--- config.mk ---
export PLATFORM = sky130hd
export DESIGN_NAME = uart_flow_ctrl
export DESIGN_NICKNAME = d
export VERILOG_FILES = /design/src/rtl/uart_fc_pkg.sv /design/src/rtl/fc_thresh.sv /design/src/rtl/fc_rts_ctrl.sv /design/src/rtl/fc_cts_gate.sv /design/src/rtl/uart_flow_ctrl.sv
export SDC_FILE = /design/constraint.sdc
export NUM_CORES = 1
export LEC_CHECK = 0
export CAP_MARGIN = 10
export CORE_UTILIZATION = 40
export DETAILED_ROUTE_END_ITERATION = 8
export PLACE_DENSITY = 0.76
export SYNTH_ARGS = -nofsm -noshare
export SYNTH_HDL_FRONTEND = slang
export SYNTH_SLANG_ARGS = --single-unit
--- constraint.sdc ---
create_clock -name clk -period 3.2 [get_ports clk]
set_input_delay 0.64 -clock clk [delete_from_list [all_inputs] [get_ports clk]]
set_output_delay 0.64 -clock clk [all_outputs]
set_load 0.01 [all_outputs]
--- src/rtl/uart_fc_pkg.sv ---
`timescale 1ns/1ps
package uart_fc_pkg;
  typedef enum logic {
    FLOW_GO   = 1'b0,
    FLOW_HALT = 1'b1
  } flow_state_e;
endpackage

--- src/rtl/fc_thresh.sv ---
`timescale 1ns/1ps
module fc_thresh #(
  parameter int DEPTH = 64,
  parameter int CW    = $clog2(DEPTH + 1)
) (
  input  logic [CW-1:0] trig_level,
  input  logic [CW-1:0] hyst,
  output logic [CW-1:0] upper,
  output logic [CW-1:0] lower
);
  localparam int EW = CW + 1;
  localparam logic [EW-1:0] DEPTH_E = EW'(DEPTH);

  logic [EW-1:0] sum;
  always_comb begin
    sum = {1'b0, trig_level} + {1'b0, hyst};
    if (sum > DEPTH_E) upper = CW'(DEPTH);
    else               upper = sum[CW-1:0];
    if (hyst > trig_level) lower = '0;
    else                   lower = trig_level - hyst;
  end

  always_comb begin
    assert (upper >= lower || trig_level > CW'(DEPTH)) else $error("AST_BAND_ORDER");
  end
endmodule

--- src/rtl/fc_rts_ctrl.sv ---
`timescale 1ns/1ps
module fc_rts_ctrl
  import uart_fc_pkg::*;
#(
  parameter int DEPTH = 64,
  parameter int CW    = $clog2(DEPTH + 1)
) (
  input  logic          clk,
  input  logic          rst,
  input  logic          auto_rts_en,
  input  logic          rts_manual,
  input  logic [CW-1:0] fill_count,
  input  logic [CW-1:0] trig_level,
  input  logic [CW-1:0] upper,
  input  logic [CW-1:0] lower,
  output logic          rts_n,
  output logic          rx_thr_irq
);
  flow_state_e state_q, state_d;
  logic        halt_hit, go_hit;

  always_comb begin
    halt_hit = fill_count >= upper;
    go_hit   = (fill_count < lower) || (fill_count == '0);
    state_d  = state_q;
    if (!auto_rts_en || !rts_manual) state_d = FLOW_GO;
    else if (halt_hit)               state_d = FLOW_HALT;
    else if (go_hit)                 state_d = FLOW_GO;
  end

  always_ff @(posedge clk) begin
    if (rst) begin
      state_q    <= FLOW_GO;
      rts_n      <= 1'b1;
      rx_thr_irq <= 1'b0;
    end else begin
      state_q    <= state_d;
      rts_n      <= !rts_manual || (state_d == FLOW_HALT);
      rx_thr_irq <= auto_rts_en && (fill_count >= trig_level);
    end
  end

  AST_RTS_MIRROR: assert property (@(posedge clk) disable iff (rst)
    !auto_rts_en |=> (rts_n == !$past(rts_manual)));
  AST_NO_MANUAL_HIGH: assert property (@(posedge clk) disable iff (rst)
    !rts_manual |=> rts_n);
  AST_HALT_AT_UPPER: assert property (@(posedge clk) disable iff (rst)
    (auto_rts_en && rts_manual && fill_count >= upper) |=> rts_n);
  AST_GO_AT_EMPTY: assert property (@(posedge clk) disable iff (rst)
    (auto_rts_en && rts_manual && fill_count == '0 && upper != '0) |=> !rts_n);
  AST_IRQ_QUIET: assert property (@(posedge clk) disable iff (rst)
    !auto_rts_en |=> !rx_thr_irq);
endmodule

--- src/rtl/fc_cts_gate.sv ---
`timescale 1ns/1ps
module fc_cts_gate #(
  parameter int SYNC_STAGES = 2
) (
  input  logic clk,
  input  logic rst,
  input  logic auto_cts_en,
  input  logic cts_n,
  input  logic tx_char_boundary,
  output logic tx_allowed
);
  logic [SYNC_STAGES-1:0] sync_q;

  generate
    if (SYNC_STAGES == 1) begin : g_one
      always_ff @(posedge clk) begin
        if (rst) sync_q <= '1;
        else     sync_q <= cts_n;
      end
    end else begin : g_chain
      always_ff @(posedge clk) begin
        if (rst) sync_q <= '1;
        else     sync_q <= {sync_q[SYNC_STAGES-2:0], cts_n};
      end
    end
  endgenerate

  always_ff @(posedge clk) begin
    if (rst)                   tx_allowed <= 1'b1;
    else if (!auto_cts_en)     tx_allowed <= 1'b1;
    else if (tx_char_boundary) tx_allowed <= !sync_q[SYNC_STAGES-1];
  end

  AST_CTS_OFF_OPEN: assert property (@(posedge clk) disable iff (rst)
    !auto_cts_en |=> tx_allowed);
  AST_HOLD_MID_CHAR: assert property (@(posedge clk) disable iff (rst)
    (auto_cts_en && !tx_char_boundary) |=> $stable(tx_allowed));
endmodule

--- src/rtl/uart_flow_ctrl.sv ---
`timescale 1ns/1ps
module uart_flow_ctrl #(
  parameter int DEPTH       = 64,
  parameter int CW          = $clog2(DEPTH + 1),
  parameter int SYNC_STAGES = 2
) (
  input  logic          clk,
  input  logic          rst,
  input  logic          auto_rts_en,
  input  logic          auto_cts_en,
  input  logic          rts_manual,
  input  logic [CW-1:0] fill_count,
  input  logic [CW-1:0] trig_level,
  input  logic [CW-1:0] hyst,
  input  logic          cts_n,
  input  logic          tx_char_boundary,
  output logic          rts_n,
  output logic          tx_allowed,
  output logic          rx_thr_irq
);
  logic [CW-1:0] upper, lower;

  fc_thresh #(.DEPTH(DEPTH), .CW(CW)) u_thresh (
    .trig_level (trig_level),
    .hyst       (hyst),
    .upper      (upper),
    .lower      (lower)
  );

  fc_rts_ctrl #(.DEPTH(DEPTH), .CW(CW)) u_rts (
    .clk         (clk),
    .rst         (rst),
    .auto_rts_en (auto_rts_en),
    .rts_manual  (rts_manual),
    .fill_count  (fill_count),
    .trig_level  (trig_level),
    .upper       (upper),
    .lower       (lower),
    .rts_n       (rts_n),
    .rx_thr_irq  (rx_thr_irq)
  );

  fc_cts_gate #(.SYNC_STAGES(SYNC_STAGES)) u_cts (
    .clk              (clk),
    .rst              (rst),
    .auto_cts_en      (auto_cts_en),
    .cts_n            (cts_n),
    .tx_char_boundary (tx_char_boundary),
    .tx_allowed       (tx_allowed)
  );

  AST_RESET_IDLE: assert property (@(posedge clk)
    $past(rst) |-> (rts_n && !rx_thr_irq && tx_allowed));
endmodule

* After elaboration in Yosys (flattened, before gate mapping) *
Cells that the tools add are included.

cells by class
  multiplexer cells = 5
  bitwise gates (word level) = 1
  reductions and logical operators = 9
  add/sub/neg operators = 2
  $lt $le $gt $ge = 5

operators by type and width
  kind                                                                  number
  7-bit greater-or-equal comparator                                     2
  7-bit two-way mux                                                     2
  7-bit by 7-bit adder with 8-bit output                                1
  8-bit by 7-bit > comparator with 1-bit output, second input constant  1
  7-bit > comparator                                                    1
  7-bit logical NOT                                                     1
  7-bit less-than comparator                                            1
  7-bit subtractor                                                      1
  1-bit logical NOT                                                     3
  1-bit logical OR                                                      3
  1-bit two-way mux                                                     3
  2-bit OR reduction                                                    1
  1-bit logical AND                                                     1
  1-bit NOT                                                             1

word-level totals
  input bits = 28
  output and inout bits = 3
  word-level logic and storage cells = 27
  register bits after elaboration = 6

* Logic depth before layout (Yosys ltp) *
Gate-level depths: netlist of run 1.

  depth after elaboration = 8
  mapped depth = 15
  mapped depth without buffers = 15

* Modules after synthesis *
From an unflattened synthesis of run 1, not the netlist that was laid out.

unflattened totals
  cell total of the unflattened synthesis = 174
  area, all modules = 1363.8 µm²

modules (own cells, without submodules)
  module       times used  cells each  seq. area each (µm²)  area an instance (µm²)
  fc_thresh    1           92          0.0                   683.2
  fc_rts_ctrl  1           73          60.1                  583.1
  fc_cts_gate  1           9           60.1                  97.6

* Worst setup path before layout of run 1 *
No wires, ideal clock.

  path kind = input port to flip-flop
  from = in hyst[2]
  to = reg u_rts.rts_n
  cell stages on the path = 13
  path buffers = 1
  required time = 3.073 ns
  data arrival time = 3.040 ns
  setup time = 0.127 ns
  slack = 0.032 ns
  path through = inv_1 -> ha_1 -> buf_6 -> nand2b_4 -> a22o_4 -> o31ai_4 -> xnor2_1 -> a211o_1 -> ha_1 -> a21o_1 -> a221o_1 -> a31oi_1 -> a31oi_1

on the way
  cells in the longest elaborated chain, start to end = 8
  elaborated cells on any way between the ends = 13
  classes of those cells = add/sub (2); order compare (4); mux (5); reduce/logical (2)

RTL lines
  what                                                                            RTL line              source
  from (decl)                                                                     uart_flow_ctrl.sv:14  input logic [CW-1:0] hyst,
  branches (longest 5 deep; another with 7-bit by 7-bit adder with 8-bit output)  -
  1-bit two-way mux *                                                             fc_rts_ctrl.sv:27     else if (halt_hit) state_d = FLOW_HALT;
  1-bit two-way mux *                                                             fc_rts_ctrl.sv:26     if (!auto_rts_en || !rts_manual) state_d = FLOW_GO;
  1-bit logical OR *                                                              fc_rts_ctrl.sv:38     rts_n <= !rts_manual || (state_d == FLOW_HALT);
  to (signal assigned)                                                            fc_rts_ctrl.sv:38
  to (decl)                                                                       fc_rts_ctrl.sv:16     output logic rts_n,

Mark *: on every way between the ends.
A chain may end at the register's enable or synchronous reset.

* Worst setup path after layout of run 1 *
Same ends and word-level chain as after synthesis.

==> impl_metrics.csv, run 1 <==
group,metric,value,unit
clock_tree,cts_tree,"done",
worst_hold_path,hold_depth,1,
place,dp.cells,293,
drt,wl_per_cell,13.6,µm
die,die_w,61.3,µm
worst_setup_path,path_delay_family,"compound AO/OA/AOI/OAI gates",
place,gp_congestion,0.886,
drt,drc,0,
clock_tree,htree_levels,1,
die,initial_core_util,41.8,%
timing,finalHoldViolations,0,
timing,setup_viol,0,
synthesis,synth.avg_cell_area,7.89,µm²
die,rows,21,
worst_setup_path,r2r-end,"u_rts.rts_n",
timing,slew_headroom,77.7,%
die,core_area,0.00336,mm²
layout,diodes,0,
power,peakVddDrop,94.5,µV
die,die_h,61.3,µm
die,die_area,0.00375,mm²
synthesis,synth_compound_area_share,24.8,%
timing,period_share,98.0,%
worst_setup_path,cp.required,3.32,ns
worst_setup_path,slowest_stage,"a221o_1",
synthesis,synth-seq-cells,6,
worst_setup_path,rr_startpoint,"u_rts.state_q",
timing,fmax,0.319,GHz
worst_setup_path,reg2regPathDepth,4,
global_route,grt_pass1_wl,5940,µm
synthesis,synth-simple-area-share,19.3,%
synthesis,synth-seq-area-share,8.55,%
timing,fin_worst_skew,0.0000600,ns
timing,tightest_slew,0.332,ns
worst_setup_path,path_class,"input pin to flip-flop",
layout,multi_input_area,0.00141,mm²
worst_hold_path,whs_endpoint,"u_cts.sync_q[1]",
timing,period_minus_slack,3.13,ns
layout,fin_nets,320,
synthesis,synth-main-ff-cell,"dfxtp_1",
worst_setup_path,crit_fanout,8,
place,dpl.hpwl,3040,µm
drt,vias,1495,
clock_tree,clock_latency,0.25,ns
place,dpl_worst_slack,-0.747,ns
synthesis,yosys_warnings,0,
global_route,grt_overflow_total,0,
layout,synthToLayoutAreaGrowth,67.8,%
worst_setup_path,crit_chain,"dlygate4sd2_1, inv_2, ha_4, buf_6, nand2b_4, a22o_4, o31ai_4, buf_4, xor2_2, nand3_2, ha_1, a21o_1, a221o_1, a31oi_2, a31oi_1",
die,ios,31,
synthesis,synth_edf_count,0,
layout,final_area,0.00236,mm²
drt,viasPerCell,4.98,
drt,routed_wl,4070,µm
clock_tree,cts_made_buffers,3,
synthesis,muxShareOfSynthArea,0.801,%
timing,slew_viol_final,0,
global_route,grt_pass1_vias,1441,
worst_setup_path,cp.arrival,3.26,ns
outcome,status,"finished clean",
clock_tree,cts.reportedPaths.clkPinSlew,0.05,ns
worst_setup_path,slowest_delay,0.31,ns
drt,firstDrtPassIters,4,
drt,drt_iter0_markers,47,
place,port_buffers,30,
synthesis,netlist_instances,178,
synthesis,syn-cell-area,0.00141,mm²
clock_tree,postCtsHoldBufs,0,
clock_tree,clock-sinks,6,
layout,drive_gt1_share,39.4,%
synthesis,async_flop_share,0,%
layout,seq_area,120,µm²
drt,ant_nets,0,
synthesis,syn_nets,242,
global_route,grt_max_degree,11,
timing,worst_slack,0.0654,ns
power,cellLeakagePower,1.11,nW
layout,nFillCells,271,
job,drv_cap,0,
clock_tree,clk_path_buf_depth,2,
synthesis,synth_cell_types,44,
clock_tree,cts_root_buf,"clkbuf_4",
power,powerDensity,251,mW/mm²
synthesis,synthAdderAreaFrac,33.1,%
worst_setup_path,cp.buffers_inverters,4,
worst_setup_path,endpoint_kind,"flip-flop",
synthesis,synthXorXnorAreaFrac,5.61,%
global_route,track_usage,21.3,%
worst_hold_path,hp-class,"flip-flop to flip-flop",
worst_setup_path,start_kind,"input pin",
layout,final_cells,300,
worst_hold_path,holdCritStartpoint,"u_cts.sync_q[0]",
place,placed_cell_area,0.00206,mm²
synthesis,synth_top_family_by_area,"adder cells",
worst_setup_path,r2r_setup_slack,1.95,ns
global_route,antenna_found_initial,0,
## worst register-to-register path: cells and delay by family (launching register included)
| kind | cells | cell delay [ns] |
|---|---|---|
| AO/OA/AOI/OAI | 4 | 0.85 |
| flip-flops | 1 | 0.29 |
## report_power, final
| part | internal, mW | switching (mW) | leakage, nW |
|---|---|---|---|
| clock network | 0.0427 | 0.0316 | 0.0138 |
| registers | 0.0799 | 0.00119 | 0.0495 |
| logic | 0.238 | 0.199 | 1.05 |
## cells in the mapped netlist (2+ instances only)
library cell	instances	area, µm²
o31ai_1	2	15.0
inv_1	21	78.8
a21o_1	6	45.0
nor2_1	7	26.3
nand4_1	2	12.5
dfxtp_1	6	120
o21a_1	3	22.5
nand2_1	13	48.8
a211o_1	2	17.5
buf_2	4	20.0
xor2_1	2	17.5
nand3_1	4	20.0
a21oi_1	12	60.1
a31oi_1	2	12.5
nor3b_1	2	15.0
xnor2_1	7	61.3
nor3_1	4	20.0
nand2b_1	6	37.5
o21ai_0	8	40.0
or2_2	2	12.5
fa_1	2	40.0
nor2b_1	5	31.3
a21boi_0	2	15.0
ha_1	34	425
## how the worst max path moves through the flow
stage                   from           to  slack (ns)  cells past startpoint
2_1_floorplan        hyst[2]  u_rts.rts_n        0.03                     13
3_3_place_gp   trig_level[0]  u_rts.rts_n       -0.69                     15
3_5_place_dp   trig_level[0]  u_rts.rts_n       -0.75                     15
4_1_cts              hyst[1]  u_rts.rts_n       0.008                     14
5_1_grt              hyst[2]  u_rts.rts_n       -0.03                     15
6_report             hyst[2]  u_rts.rts_n        0.07                     15
## state kept, by name, summed over array words and instances (netlist names)
name	count
u_cts.sync_q	2
u_cts.tx_allowed	1
u_rts.state_q	1
u_rts.rx_thr_irq	1
u_rts.rts_n	1
## timing repair
action                     in CTS  in global routing
buffers inserted                2                  2
setup endpoints to repair       2                  2
pin swaps                      14                 18
gates resized for setup        47                 27
## through the flow
stage	hold slack, ns	power (mW)	utilization, %	TNS [ns]
2_1_floorplan	0.389	0.279	-	0
3_3_place_gp	0.391	0.430	61.3	-1.36
3_5_place_dp	0.404	0.441	61.3	-1.45
4_1_cts	0.417	0.548	66.1	0
5_1_grt	0.432	0.640	70.1	-0.0399
6_report	0.410	0.592	70.1	0
## kinds of logic (layout without fill, tap and decap cells)
logic type      Yosys count  after routing
simple gates             51             51
fa+ha+maj                36             36
buf+inv                  26            102
compound gates           49             49
mux                       1              1
xor+xnor                  9              9
flops                     6              6
## placed cells by master (no fill, tap or decap), drive strengths merged, types with 3 or more instances in the layout
cell | Yosys | final
clkbuf | 0 | 4
nand3 | 4 | 4
clkdlybuf4s50 | 0 | 16
dlymetal6s2s | 0 | 4
o21ai | 9 | 9
nor3 | 4 | 4
dfxtp | 6 | 6
buf | 5 | 50
xnor2 | 7 | 7
ha | 34 | 34
o31ai | 3 | 3
dlygate4sd2 | 0 | 6
a21o | 6 | 6
nor2 | 7 | 7
nand2 | 13 | 13
nor2b | 5 | 5
o21a | 3 | 3
a21oi | 12 | 12
nand2b | 7 | 7
inv | 21 | 21
## routing by layer
| metal | wire length (µm) | track usage, % | vias to the layer above |
|---|---|---|---|
| met3 | 101 | 1.68 | 5 |
| met4 | 17 | 3.57 | 0 |
| met1 | 1790 | 25.5 | 679 |
| met2 | 2170 | 41.6 | 31 |
| li1 | - | - | 780 |
| met5 | 0 | 0 | - |
## area by class of cell
| class | count | area share, % |
|---|---|---|
| Timing Repair Buffer | 78 | 28.3 |
| Sequential cell | 6 | 5.10 |
| Inverter | 21 | 3.34 |
| Multi-Input combinational cell | 146 | 59.9 |
| Tap cell | 46 | 2.44 |
| Clock buffer | 3 | 0.955 |
Note: power is estimated with default switching activity, not from simulation.
==> inputs of run 2 (changes only) <==
--- a/config.mk
+++ b/config.mk
@@ -9,6 +9,7 @@
 export CORE_UTILIZATION = 40
 export DETAILED_ROUTE_END_ITERATION = 8
 export PLACE_DENSITY = 0.76
+export SLEW_MARGIN = 20
 export SYNTH_ARGS = -nofsm -noshare
 export SYNTH_HDL_FRONTEND = slang
 export SYNTH_SLANG_ARGS = --single-unit
==> results of run 2 <==
No change in the layout: final DEF, timing and power equal those of run 1.
==> inputs of run 3 (changes only) <==
--- a/config.mk
+++ b/config.mk
@@ -6,9 +6,10 @@
 export NUM_CORES = 1
 export LEC_CHECK = 0
 export CAP_MARGIN = 10
-export CORE_UTILIZATION = 40
+export CORE_UTILIZATION = 30
 export DETAILED_ROUTE_END_ITERATION = 8
-export PLACE_DENSITY = 0.76
+export GPL_TIMING_DRIVEN = 0
+export PLACE_DENSITY = 0.62
 export SLEW_MARGIN = 20
 export SYNTH_ARGS = -nofsm -noshare
 export SYNTH_HDL_FRONTEND = slang
==> run 3 against run 2 <==
  * Sequential share of layout area rose by 0.49 points
  * Utilization fell by 21 points
  * Global-route usage fell by 7.3 points
  * Cell count fell by 6.3%
  * Flip-flop and latch count did not move
  * Worst setup slack improved by 0.041 ns
  * Largest cell class unchanged
  * Combinational power fell by 11%
  * Highest routed layer unchanged
  * Critical path type unchanged
  * Fmax rose by 1.3%
  * Cell area fell by 8.8%
  * Non-clock buffer count fell by 25
  * Total power fell by 1.3%
  * Clock skew rose by 0.0034 ns
==> impl_metrics.csv, run 3 (same netlist as run 1, synthesis figures left out) <==
group,metric,value,unit
worst_hold_path,hp-class,"flip-flop to flip-flop",
layout,top_register,"u_cts.sync_q",
place,gp_congestion,0.821,
timing,slew_headroom,75.5,%
drt,wl_per_cell,13.0,µm
layout,final_area,0.00215,mm²
worst_setup_path,cp.arrival,3.19,ns
clock_tree,clk_path_buf_depth,2,
worst_hold_path,hold_depth,1,
layout,synthToLayoutAreaGrowth,53.1,%
global_route,antenna_found_initial,0,
timing,finalHoldViolations,0,
worst_setup_path,path_delay_family,"compound AO/OA/AOI/OAI gates",
die,die_area,0.00496,mm²
global_route,grt_max_degree,11,
global_route,grt_pass1_vias,1318,
worst_setup_path,crit_fanout,5,
drt,routed_wl,3660,µm
worst_setup_path,rr_startpoint,"u_rts.state_q",
clock_tree,cts.reportedPaths.clkPinSlew,0.04,ns
timing,period_share,96.7,%
worst_setup_path,path_class,"input pin to flip-flop",
global_route,track_usage,14.1,%
worst_setup_path,reg2regPathDepth,4,
job,drv_cap,0,
layout,layout_common_cells,"ha_1 (25), buf_4 (17), inv_1 (16), clkdlybuf4s50_1 (16), nand2_1 (12)",
timing,setup_tns,0,ns
layout,layout_commonest_cell,"ha_1",
power,cellLeakagePower,0.959,nW
timing,period_minus_slack,3.09,ns
clock_tree,cts_made_buffers,3,
clock_tree,clock-sinks,6,
clock_tree,cts_tree,"done",
layout,drive_gt1_share,33.6,%
die,rows,24,
clock_tree,htree_levels,1,
drt,vias,1405,
worst_setup_path,crit_start,"trig_level[1]",
layout,largest_reg_flops,2,
worst_setup_path,slowest_delay,0.49,ns
die,die_h,70.4,µm
worst_setup_path,slowest_stage,"or4_4",
layout,diodes,0,
worst_setup_path,cp.buffers_inverters,1,
drt,drt-met1-wl,1640,µm
worst_setup_path,start_kind,"input pin",
timing,rsz0062_at_grt,"false",
power,peakVddDrop,152,µV
drt,dr.max_layer_used,"met4",
die,initial_core_util,31.8,%
layout,nFillCells,419,
clock_tree,clock_latency,0.22,ns
drt,viasPerCell,5.00,
clock_tree,cts_root_buf,"clkbuf_8",
die,die_w,70.4,µm
worst_setup_path,cp.required,3.30,ns
layout,fin_nets,295,
timing,slew_viol_final,0,
worst_setup_path,cp.depth,11,
place,port_buffers,30,
worst_setup_path,endpoint_kind,"flip-flop",
place,placed_cell_area,0.00177,mm²
timing,tightest_slew,0.364,ns
drt,drc,0,
drt,met3_length,151,µm
drt,drt_iter0_markers,53,
outcome,status,"finished clean",
place,dpl.hpwl,2730,µm
drt,firstDrtPassIters,4,
power,powerDensity,272,mW/mm²
global_route,grt_pass1_wl,5780,µm
timing,fin_worst_skew,0.00343,ns
timing,setup_viol,0,
worst_hold_path,holdCritStartpoint,"u_cts.sync_q[0]",
worst_setup_path,cp_common_cell,"ha_4",
worst_setup_path,crit_chain,"clkdlybuf4s15_2, ha_4, nor2b_1, o21a_1, or4_4, a211o_1, ha_4, a21o_1, a221o_1, a31oi_2, a31oi_1",
drt,ant_nets,0,
die,core_area,0.00441,mm²
timing,fmax,0.323,GHz
die,ios,31,
global_route,grt_overflow_total,0,
drt,route.met2.wl,1860,µm
## run 3: report_power, final
group          switching [mW]  leakage (nW)  internal [mW]
Combinational           0.187         0.888          0.204
Clock                  0.0311        0.0216         0.0807
Sequential            0.00114        0.0495         0.0803
## run 3: final timing paths
check             slack (ns)               to
setup / recovery        0.11      u_rts.rts_n
hold / removal          0.41  u_cts.sync_q[1]
setup reg to reg        2.02      u_rts.rts_n
hold reg to reg         0.41  u_cts.sync_q[1]
## run 3: through the flow
| step | worst slack (ns) | util, % | hold WS (ns) | total power [mW] | cells |
|---|---|---|---|---|---|
| after detailed placement | -0.991 | 40.1 | 0.401 | 0.373 | 260 |
| after floorplan | 0.0324 | - | 0.389 | 0.279 | 178 |
| after CTS | 0.00527 | 47.3 | 0.411 | 0.555 | 278 |
| after global placement | -0.998 | 40.1 | 0.392 | 0.367 | 260 |
| after global routing | 0.00779 | 48.7 | 0.447 | 0.631 | 281 |
| final | 0.106 | 48.7 | 0.408 | 0.584 | 281 |
## run 3: area by class of cell
cell class | instances | area (µm²) | share of cell area, %
flip-flops and latches | 6 | 120 | 5.58
repair buffers | 48 | 405 | 18.8
well taps | 52 | 65.1 | 3.03
clock buffers | 3 | 41.3 | 1.92
inverters | 21 | 78.8 | 3.66
multi-input cells | 146 | 1380 | 64.3
plain buffers | 5 | 56.3 | 2.62
## run 3: what timing repair did
| action | CTS | global route |
|---|---|---|
| resized for setup | 62 | 25 |
| hold buffers | 0 | 0 |
| setup endpoints to repair | 2 | 2 |
| setup buffers | 15 | 3 |
| pin swaps | 19 | 21 |
## run 3: metal layers
layer / track usage, % / vias to the layer above
li1: - / 734
met1: 17.6 / 635
met2: 26.1 / 34
met3: 1.88 / 2
met4: 1.33 / 0
met5: 0 / -
